**src/rtl/hs_trim_pkg.sv**
```systemverilog
package hs_trim_pkg;
  typedef enum logic [2:0] {
    S_IDLE,
    S_SETTLE,
    S_ARM,
    S_POLL,
    S_FRCK_OFF,
    S_DIV,
    S_OSC_OFF
  } seq_state_t;
endpackage

```
**src/rtl/hs_trim_divider.sv**
```systemverilog
module hs_trim_divider #(
  parameter int NW = 20,
  parameter int DW = 24
) (
  input  logic          clk,
  input  logic          rst,
  input  logic          start,
  input  logic [NW-1:0] dividend,
  input  logic [DW-1:0] divisor,
  output logic          done,
  output logic [NW-1:0] quotient
);
  localparam int CNT_W = $clog2(NW + 1);

  logic [DW-1:0]    rem_q;
  logic [NW-1:0]    quo_q;
  logic [CNT_W-1:0] steps_q;
  logic             run_q;
  logic [DW:0]      trial;

  assign trial    = {rem_q, quo_q[NW-1]};
  assign quotient = quo_q;

  always_ff @(posedge clk) begin
    if (rst) begin
      rem_q   <= '0;
      quo_q   <= '0;
      steps_q <= '0;
      run_q   <= 1'b0;
      done    <= 1'b0;
    end else begin
      done <= 1'b0;
      if (start && !run_q) begin
        rem_q   <= '0;
        quo_q   <= dividend;
        steps_q <= CNT_W'(NW);
        run_q   <= 1'b1;
      end else if (run_q) begin
        if (trial >= {1'b0, divisor}) begin
          rem_q <= DW'(trial - {1'b0, divisor});
          quo_q <= {quo_q[NW-2:0], 1'b1};
        end else begin
          rem_q <= trial[DW-1:0];
          quo_q <= {quo_q[NW-2:0], 1'b0};
        end
        steps_q <= steps_q - 1'b1;
        if (steps_q == CNT_W'(1)) begin
          run_q <= 1'b0;
          done  <= 1'b1;
        end
      end
    end
  end
endmodule

```
**src/rtl/hs_trim_rounder.sv**
```systemverilog
module hs_trim_rounder #(
  parameter int NW      = 20,
  parameter int DIVISOR = 1000,
  parameter int TRIM_W  = 3
) (
  input  logic [NW-1:0]     quotient,
  output logic [TRIM_W-1:0] code
);
  localparam int MAXC = (1 << TRIM_W) - 1;
  localparam int EW   = NW + 2 + $clog2(DIVISOR * (MAXC + 1));

  logic [EW-1:0]   biased;
  logic [MAXC-1:0] hit;

  assign biased = EW'(quotient) + EW'(DIVISOR / 2);

  for (genvar k = 1; k <= MAXC; k++) begin : g_thr
    assign hit[k-1] = (biased >= EW'(k * DIVISOR));
  end

  assign code = TRIM_W'($countones(hit));
endmodule

```
**src/rtl/hs_edge_trim_seq.sv**
```systemverilog
module hs_edge_trim_seq #(
  parameter int REF_MHZ      = 26,
  parameter int WINDOW       = 1024,
  parameter int SETTLE_US    = 1,
  parameter int POLL_US      = 10,
  parameter int LIMIT_US     = 200,
  parameter int SR_COEF      = 28,
  parameter int SR_DIVISOR   = 1000,
  parameter int COUNT_W      = 24,
  parameter int WIN_W        = 24,
  parameter int TRIM_W       = 3,
  parameter int DEFAULT_TRIM = 4
) (
  input  logic               clk,
  input  logic               rst,
  input  logic               start_i,
  output logic               busy_o,
  output logic               done_o,
  output logic               osc_en_o,
  output logic               frck_en_o,
  output logic               det_en_o,
  output logic [WIN_W-1:0]   win_cycles_o,
  input  logic               meter_valid_i,
  input  logic [COUNT_W-1:0] meter_count_i,
  output logic [TRIM_W-1:0]  trim_o
);
  import hs_trim_pkg::*;

  localparam int SETTLE_CYC = SETTLE_US * REF_MHZ;
  localparam int POLL_CYC   = POLL_US * REF_MHZ;
  localparam int NPOLL      = LIMIT_US / POLL_US;
  localparam int TMR_MAX    = (SETTLE_CYC > POLL_CYC) ? SETTLE_CYC : POLL_CYC;
  localparam int TMR_W      = $clog2(TMR_MAX + 1);
  localparam int PC_W       = $clog2(NPOLL + 1);
  localparam int NUM        = WINDOW * REF_MHZ * SR_COEF;
  localparam int NUM_W      = $clog2(NUM + 1);

  seq_state_t         state_q;
  logic [TMR_W-1:0]   tmr_q;
  logic [PC_W-1:0]    polls_q;
  logic [COUNT_W-1:0] cnt_q;
  logic               div_start;
  logic               div_done;
  logic [NUM_W-1:0]   div_quo;
  logic [TRIM_W-1:0]  round_code;

  assign div_start = (state_q == S_FRCK_OFF) && (cnt_q != '0);

  hs_trim_divider #(.NW(NUM_W), .DW(COUNT_W)) u_div (
    .clk      (clk),
    .rst      (rst),
    .start    (div_start),
    .dividend (NUM_W'(NUM)),
    .divisor  (cnt_q),
    .done     (div_done),
    .quotient (div_quo)
  );

  hs_trim_rounder #(.NW(NUM_W), .DIVISOR(SR_DIVISOR), .TRIM_W(TRIM_W)) u_rnd (
    .quotient (div_quo),
    .code     (round_code)
  );

  always_ff @(posedge clk) begin
    if (rst) begin
      state_q      <= S_IDLE;
      tmr_q        <= '0;
      polls_q      <= '0;
      cnt_q        <= '0;
      busy_o       <= 1'b0;
      done_o       <= 1'b0;
      osc_en_o     <= 1'b0;
      frck_en_o    <= 1'b0;
      det_en_o     <= 1'b0;
      win_cycles_o <= '0;
      trim_o       <= TRIM_W'(DEFAULT_TRIM);
    end else begin
      done_o <= 1'b0;
      unique case (state_q)
        S_IDLE: begin
          if (start_i) begin
            osc_en_o <= 1'b1;
            busy_o   <= 1'b1;
            tmr_q    <= TMR_W'(SETTLE_CYC - 1);
            state_q  <= S_SETTLE;
          end
        end
        S_SETTLE: begin
          if (tmr_q == '0) begin
            frck_en_o    <= 1'b1;
            win_cycles_o <= WIN_W'(WINDOW);
            state_q      <= S_ARM;
          end else begin
            tmr_q <= tmr_q - 1'b1;
          end
        end
        S_ARM: begin
          det_en_o <= 1'b1;
          tmr_q    <= TMR_W'(POLL_CYC - 1);
          polls_q  <= '0;
          state_q  <= S_POLL;
        end
        S_POLL: begin
          if (tmr_q != '0) begin
            tmr_q <= tmr_q - 1'b1;
          end else if (meter_valid_i || polls_q == PC_W'(NPOLL - 1)) begin
            cnt_q    <= meter_count_i;
            det_en_o <= 1'b0;
            state_q  <= S_FRCK_OFF;
          end else begin
            polls_q <= polls_q + 1'b1;
            tmr_q   <= TMR_W'(POLL_CYC - 1);
          end
        end
        S_FRCK_OFF: begin
          frck_en_o <= 1'b0;
          if (cnt_q == '0) begin
            trim_o  <= TRIM_W'(DEFAULT_TRIM);
            state_q <= S_OSC_OFF;
          end else begin
            state_q <= S_DIV;
          end
        end
        S_DIV: begin
          if (div_done) begin
            trim_o  <= round_code;
            state_q <= S_OSC_OFF;
          end
        end
        S_OSC_OFF: begin
          osc_en_o <= 1'b0;
          busy_o   <= 1'b0;
          done_o   <= 1'b1;
          state_q  <= S_IDLE;
        end
        default: state_q <= S_IDLE;
      endcase
    end
  end
endmodule

```
**config.mk**
```make
export PLATFORM = sky130hd
export DESIGN_NAME = hs_edge_trim_seq
export DESIGN_NICKNAME = d
export VERILOG_FILES = /design/src/rtl/hs_trim_pkg.sv /design/src/rtl/hs_trim_divider.sv /design/src/rtl/hs_trim_rounder.sv /design/src/rtl/hs_edge_trim_seq.sv
export SDC_FILE = /design/constraint.sdc
export NUM_CORES = 1
export LEC_CHECK = 0
export BUFFER_PORTS_ARGS = -buffer_cell sky130_fd_sc_hd__buf_4
export CORE_MARGIN = 2
export CORE_UTILIZATION = 48
export DETAILED_ROUTE_END_ITERATION = 10
export GPL_ROUTABILITY_DRIVEN = 0
export PLACE_DENSITY = 0.75
export SLEW_MARGIN = 20
export SYNTH_ARGS = -nofsm -noshare
export SYNTH_HDL_FRONTEND = slang
export SYNTH_SLANG_ARGS = --single-unit
```
**constraint.sdc**
```tcl
create_clock -name clk -period 5.8 [get_ports clk]
set_input_delay 1.16 -clock clk [delete_from_list [all_inputs] [get_ports clk]]
set_output_delay 1.16 -clock clk [all_outputs]
set_load 0.05 [all_outputs]
```
==> flow_metrics.py, run 1 <==
metrics = {
    "status": {
        "run_status": "complete, no violations",
    },
    "clock_tree": {
        "h_tree_levels": 3,
        "clock-root-buffer": "clkbuf_16",
        "numClockSinks": 100,
        "cts_tree": "built",
        "clk_transition_reported_paths_ns": 0.08,
        "cts_resized": 0,
        "clock_path_buffers": 2,
        "cts-buffers-inserted": 9,
        "clock_latency_ns": 0.36,
        "cts_setup_buffers": 0,
        "ctsHoldBuffers": 0,
    },
    "timing": {
        "timing.setup.tns_ns": 0,
        "max-slew-margin-rel": 0.387,
        "hold_worst_slack_ns": 0.470,
        "clock-skew-final_ns": 0.0138,
        "rsz0062_at_grt": "false",
        "worst_pin_slew_ns": 0.913,
        "finalSetupViolations": 0,
        "fmaxAchievable_mhz": 221,
        "final.period_utilization": 0.780,
        "timing_max_transition_violations_final": 0,
        "time_the_worst_path_needs_with_i_o_delays_and_setup_ns": 4.53,
        "final-hold-violation-count": 0,
    },
    "route": {
        "via_per_inst": 5.50,
        "detail_route.drc_violations": 0,
        "drt_first_iter_violations": 332,
        "routed_wirelength_um": 13900,
        "postRouteAntennaNets": 0,
        "drt_pass1_iterations": 5,
        "detail_route.wl_per_cell_um": 13.7,
        "detailroute.via_count": 5585,
    },
    "hold_path": {
        "min_delay_path_depth": 2,
        "holdCritPathClass": "flip-flop to flip-flop",
    },
    "global_route": {
        "grt_overflow_total": 0,
        "grt_first_pass_wirelength_um": 23700,
        "global_route.usage.total": 0.200,
        "grt_start_max_net_pins": 59,
        "antenna_violations_before_repair": 0,
        "first_global_vias": 5094,
    },
    "worst_setup_path": {
        "arrival_ns": 4.78,
        "startpoint_type": "flip-flop",
        "worst-r2r-cell-count": 17,
        "end_kind": "flip-flop",
        "critical_path_peak_fanout": 8,
        "timing.reg2reg.setup_slack_ns": 1.27,
        "worst-setup-path-type": "flip-flop to flip-flop",
        "worstPathRequired_ns": 6.06,
    },
    "logic_synthesis": {
        "synthMostInstantiatedCell": "dfxtp_1",
        "syn-mean-instance-area_um2": 7.74,
        "netlist-cell-type-count": 73,
        "post_synth_main_area_contributors": "dfxtp_1 (31%), a21oi_1 (7.0%), ha_1 (6.7%)",
        "async_reset_ff_frac": 0,
        "post_synth_xor_area_fraction": 0.0412,
        "synthMuxAreaShare": 0.0410,
        "synth_seq_cells": 100,
        "synthDominantCellAreaShare": 0.314,
        "synth-compound-area-share": 0.211,
        "synth_common_cells": "dfxtp_1 (100), nand2_1 (91), a21oi_1 (89)",
        "ys_seq_area_frac": 0.314,
        "synth_cells": 825,
        "synthAdderAreaFrac": 0.0792,
        "syn_area_um2": 6380,
        "simple_gate_fraction_of_synth_area": 0.234,
        "yosysTopAreaCell": "dfxtp_1",
        "synth_top_family_by_area": "simple AND/OR/NAND/NOR gates",
        "synth-warning-count": 0,
        "most_used_flip_flop_cell_after_synthesis": "dfxtp_1",
        "synth_enable_flop_cells": 0,
    },
    "finish": {
        "final-instance-count-excl-fill": 1015,
        "antenna_cells": 0,
        "ratio_of_cells_with_drive_above_1_in_the_final_layout": 0.0906,
        "nFillCells": 1298,
        "post-route-util": 0.530,
        "area_growth_pct": 9.13,
        "finalNetCount": 900,
    },
    "placed_design": {
        "port_buffers": 36,
        "detailedPlacementHpwl_um": 9770,
        "post-place-cells": 999,
    },
    "pwr": {
        "total_power_mw": 1.76,
        "power_per_cell_area_nw_per_um2": 252,
        "net-switching-power_uw": 529,
        "power_switching_share": 0.301,
        "intPower_mw": 1.23,
        "fraction_of_power_consumed_by_combinational_cells": 0.194,
        "seq_power_share": 0.423,
        "leakage_power_figure_nw": 2.75,
        "ir_drop_mv": 0.177,
        "p_clk_frac": 0.384,
    },
    "die": {
        "num_io_pins": 60,
        "chipWidth_um": 119,
        "die-area_um2": 14200,
        "floorplan.initialDensity": 0.486,
        "row_count": 42,
        "core_um2": 13100,
        "die_height_um": 119,
    },
    "job": {
        "timing.max_cap.violations": 0,
    },
}
-- cell usage in the layout (no fill, tap or decap), drive strengths merged, types with 5 or more instances in the layout --
cell type / Yosys / routed
or3: 7 / 7
ha: 34 / 34
o21a: 5 / 5
nor2b: 16 / 16
and2: 6 / 6
nand3: 12 / 12
dfxtp: 100 / 100
a21o: 8 / 8
a22oi: 5 / 5
nor2: 83 / 83
a21oi: 91 / 91
inv: 42 / 43
nand2b: 12 / 12
xor2: 12 / 12
conb: 1 / 23
and3: 8 / 8
a211oi: 11 / 11
mux2i: 25 / 25
a31oi: 8 / 8
o21ai: 51 / 51
nand4: 11 / 11
nand2: 91 / 91
clkbuf: 30 / 9
nand3b: 5 / 5
buf: 33 / 39
nor4: 10 / 10
nor3: 25 / 25
xnor2: 18 / 18
-- power by group through the flow --
stage	clock network (mW)	registers, mW	logic (mW)
4_1_cts	0.685	0.742	0.340
2_1_floorplan	0	0.755	0.283
5_1_grt	0.712	0.747	0.378
3_3_place_gp	0	0.757	0.336
3_5_place_dp	0	0.757	0.337
6_report	0.674	0.742	0.340
-- metal layers --
metal | vias up | share of wire | routed length (µm) | GRT usage
met5 | - | 0 | 0 | 0
met4 | 0 | 0.018 | 248 | 0.0618
met3 | 17 | 0.032 | 444 | 0.0345
met2 | 99 | 0.45 | 6210 | 0.317
met1 | 2574 | 0.50 | 7010 | 0.278
li1 | 2895 | - | - | -
-- registers in the layout, indices dropped and copies added (netlist names) --
| register | count |
|---|---|
| cnt_q | 24 |
| det_en_o | 1 |
| done_o | 1 |
| frck_en_o | 1 |
| osc_en_o | 1 |
| polls_q | 5 |
| state_q | 3 |
| tmr_q | 9 |
| trim_o | 3 |
| u_div.done | 1 |
| u_div.quotient | 20 |
| u_div.rem_q | 24 |
| u_div.run_q | 1 |
| u_div.steps_q | 5 |
| win_cycles_o | 1 |
-- logic make-up (layout without fill, tap and decap cells) --
kind of cell / count (synthesis) / in the layout
DFF: 100 / 100
AOI/OAI and AO/OA: 221 / 221
other: 1 / 23
adders and majority gates: 38 / 38
muxes: 26 / 26
buffers and inverters: 105 / 97
and+or+nand+nor: 304 / 304
xor gates and xnor gates: 30 / 30
-- per-stage QoR --
step / worst slack (ns) / cell area (µm²)
floorplan: 1.66 / 6470
global placement: 1.46 / 6630
detailed placement: 1.34 / 6630
CTS: 1.30 / 6970
global route: 0.992 / 6970
finish: 1.27 / 6970
-- final timing paths --
path / start / endpoint
max: u_div.quotient[4] / trim_o[2]
min: trim_o[1] / trim_o[1]
max reg2reg: u_div.quotient[4] / trim_o[2]
min reg2reg: trim_o[1] / trim_o[1]
-- critical path, stage by stage, from the launching register on --
cell and delay [ns]:
dfxtp_1 0.39, a21oi_1 0.31, nor3b_2 0.41, and2_1 0.27, nand2b_1 0.13, mux2_2 0.33
nor3_1 0.17, o22a_1 0.23, and2_1 0.18, o21ai_0 0.10, ha_1 0.33, fa_1 0.55
ha_1 0.15, inv_1 0.05, fa_1 0.37, xor2_1 0.15, nand4_1 0.10, a21o_1 0.21
-- layout make-up --
| cell class | instances | area (µm²) | area share |
|---|---|---|---|
| Sequential cell | 100 | 2000 | 0.288 |
| Tap cell | 176 | 220 | 0.0316 |
| Clock inverter | 7 | 111 | 0.0160 |
| Inverter | 42 | 158 | 0.0226 |
| Timing Repair Buffer | 39 | 293 | 0.0420 |
| Clock buffer | 9 | 225 | 0.0323 |
| Multi-Input combinational cell | 642 | 3960 | 0.568 |
Power figures use the tool's default switching activity.
==> run 2: changes to the inputs <==
==> constraint.sdc (replaced) <==
create_clock -name clk -period 4.5 [get_ports clk]
set_input_delay 0.9 -clock clk [delete_from_list [all_inputs] [get_ports clk]]
set_output_delay 0.9 -clock clk [all_outputs]
set_load 0.05 [all_outputs]
==> flow_metrics.py, run 2 (synthesized netlist as in run 1, its figures left out) <==
metrics = {
    "finish": {
        "ratio_of_cells_with_drive_above_1_in_the_final_layout": 0.0961,
        "final-instance-count-excl-fill": 1019,
        "area_growth_pct": 9.11,
        "antenna_cells": 0,
        "layout_common_cells": "dfxtp_1 (99), nand2_1 (91), a21oi_1 (88), nor2_1 (82), o21ai_0 (49)",
        "finalNetCount": 904,
        "mostFrequentLayoutCell": "dfxtp_1",
    },
    "pwr": {
        "power_per_cell_area_nw_per_um2": 311,
        "leakage_power_figure_nw": 2.76,
        "ir_drop_mv": 0.222,
    },
    "worst_setup_path": {
        "crit_path_start": "u_div.quotient[4]",
        "end_kind": "flip-flop",
        "arrival_ns": 4.47,
        "critical_path_peak_fanout": 8,
        "startpoint_type": "flip-flop",
        "worstPathRequired_ns": 4.76,
        "rr_startpoint": "u_div.quotient[4]",
        "worst-setup-path-type": "flip-flop to flip-flop",
    },
    "global_route": {
        "global_route.usage.total": 0.199,
        "antenna_violations_before_repair": 0,
        "grt_overflow_total": 0,
        "grt_start_max_net_pins": 59,
        "grt_first_pass_wirelength_um": 23900,
        "first_global_vias": 5284,
    },
    "clock_tree": {
        "numClockSinks": 100,
        "clock-root-buffer": "clkbuf_16",
        "clock_latency_ns": 0.35,
        "h_tree_levels": 3,
        "cts-buffers-inserted": 9,
        "clock_path_buffers": 2,
        "ctsHoldBuffers": 0,
        "clk_transition_reported_paths_ns": 0.07,
        "cts_tree": "built",
    },
    "job": {
        "timing.max_cap.violations": 0,
    },
    "route": {
        "routed_wirelength_um": 13700,
        "drt_pass1_iterations": 4,
        "detail_route.wl_per_cell_um": 13.5,
        "detail_route.drc_violations": 0,
        "via_per_inst": 5.51,
        "postRouteAntennaNets": 0,
        "drt_first_iter_violations": 360,
        "detailroute.via_count": 5615,
    },
    "timing": {
        "fmaxAchievable_mhz": 238,
        "timing_max_transition_violations_final": 0,
        "worst_pin_slew_ns": 0.978,
        "time_the_worst_path_needs_with_i_o_delays_and_setup_ns": 4.21,
        "final-hold-violation-count": 0,
        "timing.setup.tns_ns": 0,
        "final.period_utilization": 0.935,
        "finalSetupViolations": 0,
        "rsz0062_at_grt": "false",
        "max-slew-margin-rel": 0.343,
        "clock-skew-final_ns": 0.00846,
    },
    "die": {
        "floorplan.initialDensity": 0.486,
        "chipWidth_um": 119,
        "die_height_um": 119,
        "num_io_pins": 60,
        "die-area_um2": 14200,
        "core_um2": 13100,
        "row_count": 42,
    },
    "placed_design": {
        "detailedPlacementHpwl_um": 9770,
        "post-place-cells": 1002,
        "port_buffers": 36,
    },
    "hold_path": {
        "holdCritStartpoint": "trim_o[0]",
        "holdCritPathClass": "flip-flop to flip-flop",
    },
    "status": {
        "run_status": "complete, no violations",
    },
}
==> run 2: repair_timing <==
action | 4_1_cts | 5_1_grt
resized for setup | 0 | 2
buffers inserted | 0 | 1
endpoints found under the setup margin | 0 | 2
endpoints found under the hold margin | 0 | 0
==> run 2: per-layer routing <==
| layer | track usage | vias up | routed length, µm |
|---|---|---|---|
| li1 | - | 2893 | - |
| met1 | 0.279 | 2593 | 6930 |
| met2 | 0.315 | 108 | 6050 |
| met3 | 0.0297 | 21 | 521 |
| met4 | 0.0669 | 0 | 218 |
| met5 | 0 | - | 0 |
==> run 2: worst paths after layout <==
| path | to | slack, ns | cells after the start |
|---|---|---|---|
| worst min register to register | trim_o[0] | 0.46 | 2 |
| worst min-delay path | trim_o[0] | 0.46 | 2 |
| worst max-delay path | trim_o[2] | 0.29 | 17 |
| worst max register to register | trim_o[2] | 0.29 | 17 |
==> run 2: cell type report <==
| type | instances | area [µm²] |
|---|---|---|
| multi-input combinational | 642 | 3970 |
| sequential | 100 | 2000 |
| inverter | 42 | 158 |
| clock inverter | 5 | 42.5 |
| fill | 1292 | 6170 |
| timing repair buffer | 43 | 323 |
| tap | 176 | 220 |
| clock buffer | 11 | 253 |
==> run 2: through the flow <==
step | utilization | power (mW) | worst slack (ns) | area (µm²) | hold slack (ns)
after floorplan | - | 1.34 | 0.363 | 6470 | 0.444
after global placement | 0.506 | 1.41 | 0.306 | 6650 | 0.450
after detailed placement | 0.506 | 1.41 | 0.228 | 6650 | 0.453
after CTS | 0.529 | 2.18 | 0.205 | 6950 | 0.468
after global routing | 0.530 | 2.27 | 0.0178 | 6970 | 0.482
final | 0.530 | 2.17 | 0.291 | 6970 | 0.463
==> run 2: where the power goes <==
part / internal, mW / switching (mW) / leakage, nW / total, mW
Sequential: 0.912 / 0.0449 / 0.808 / 0.957
Combinational: 0.174 / 0.265 / 1.81 / 0.439
Clock: 0.414 / 0.360 / 0.148 / 0.774
==> run 2: critical path, stage by stage, from the launching register on <==
cell	delay [ns]
dfxtp_1	0.40
a21oi_2	0.17
nor3b_4	0.29
and2_1	0.24
nand2b_1	0.13
mux2_2	0.33
nor3_1	0.18
o22a_1	0.22
and2_1	0.18
o21ai_0	0.10
ha_1	0.33
fa_1	0.55
ha_1	0.14
inv_1	0.04
fa_1	0.36
xor2_1	0.14
nand4_1	0.10
a21o_1	0.21
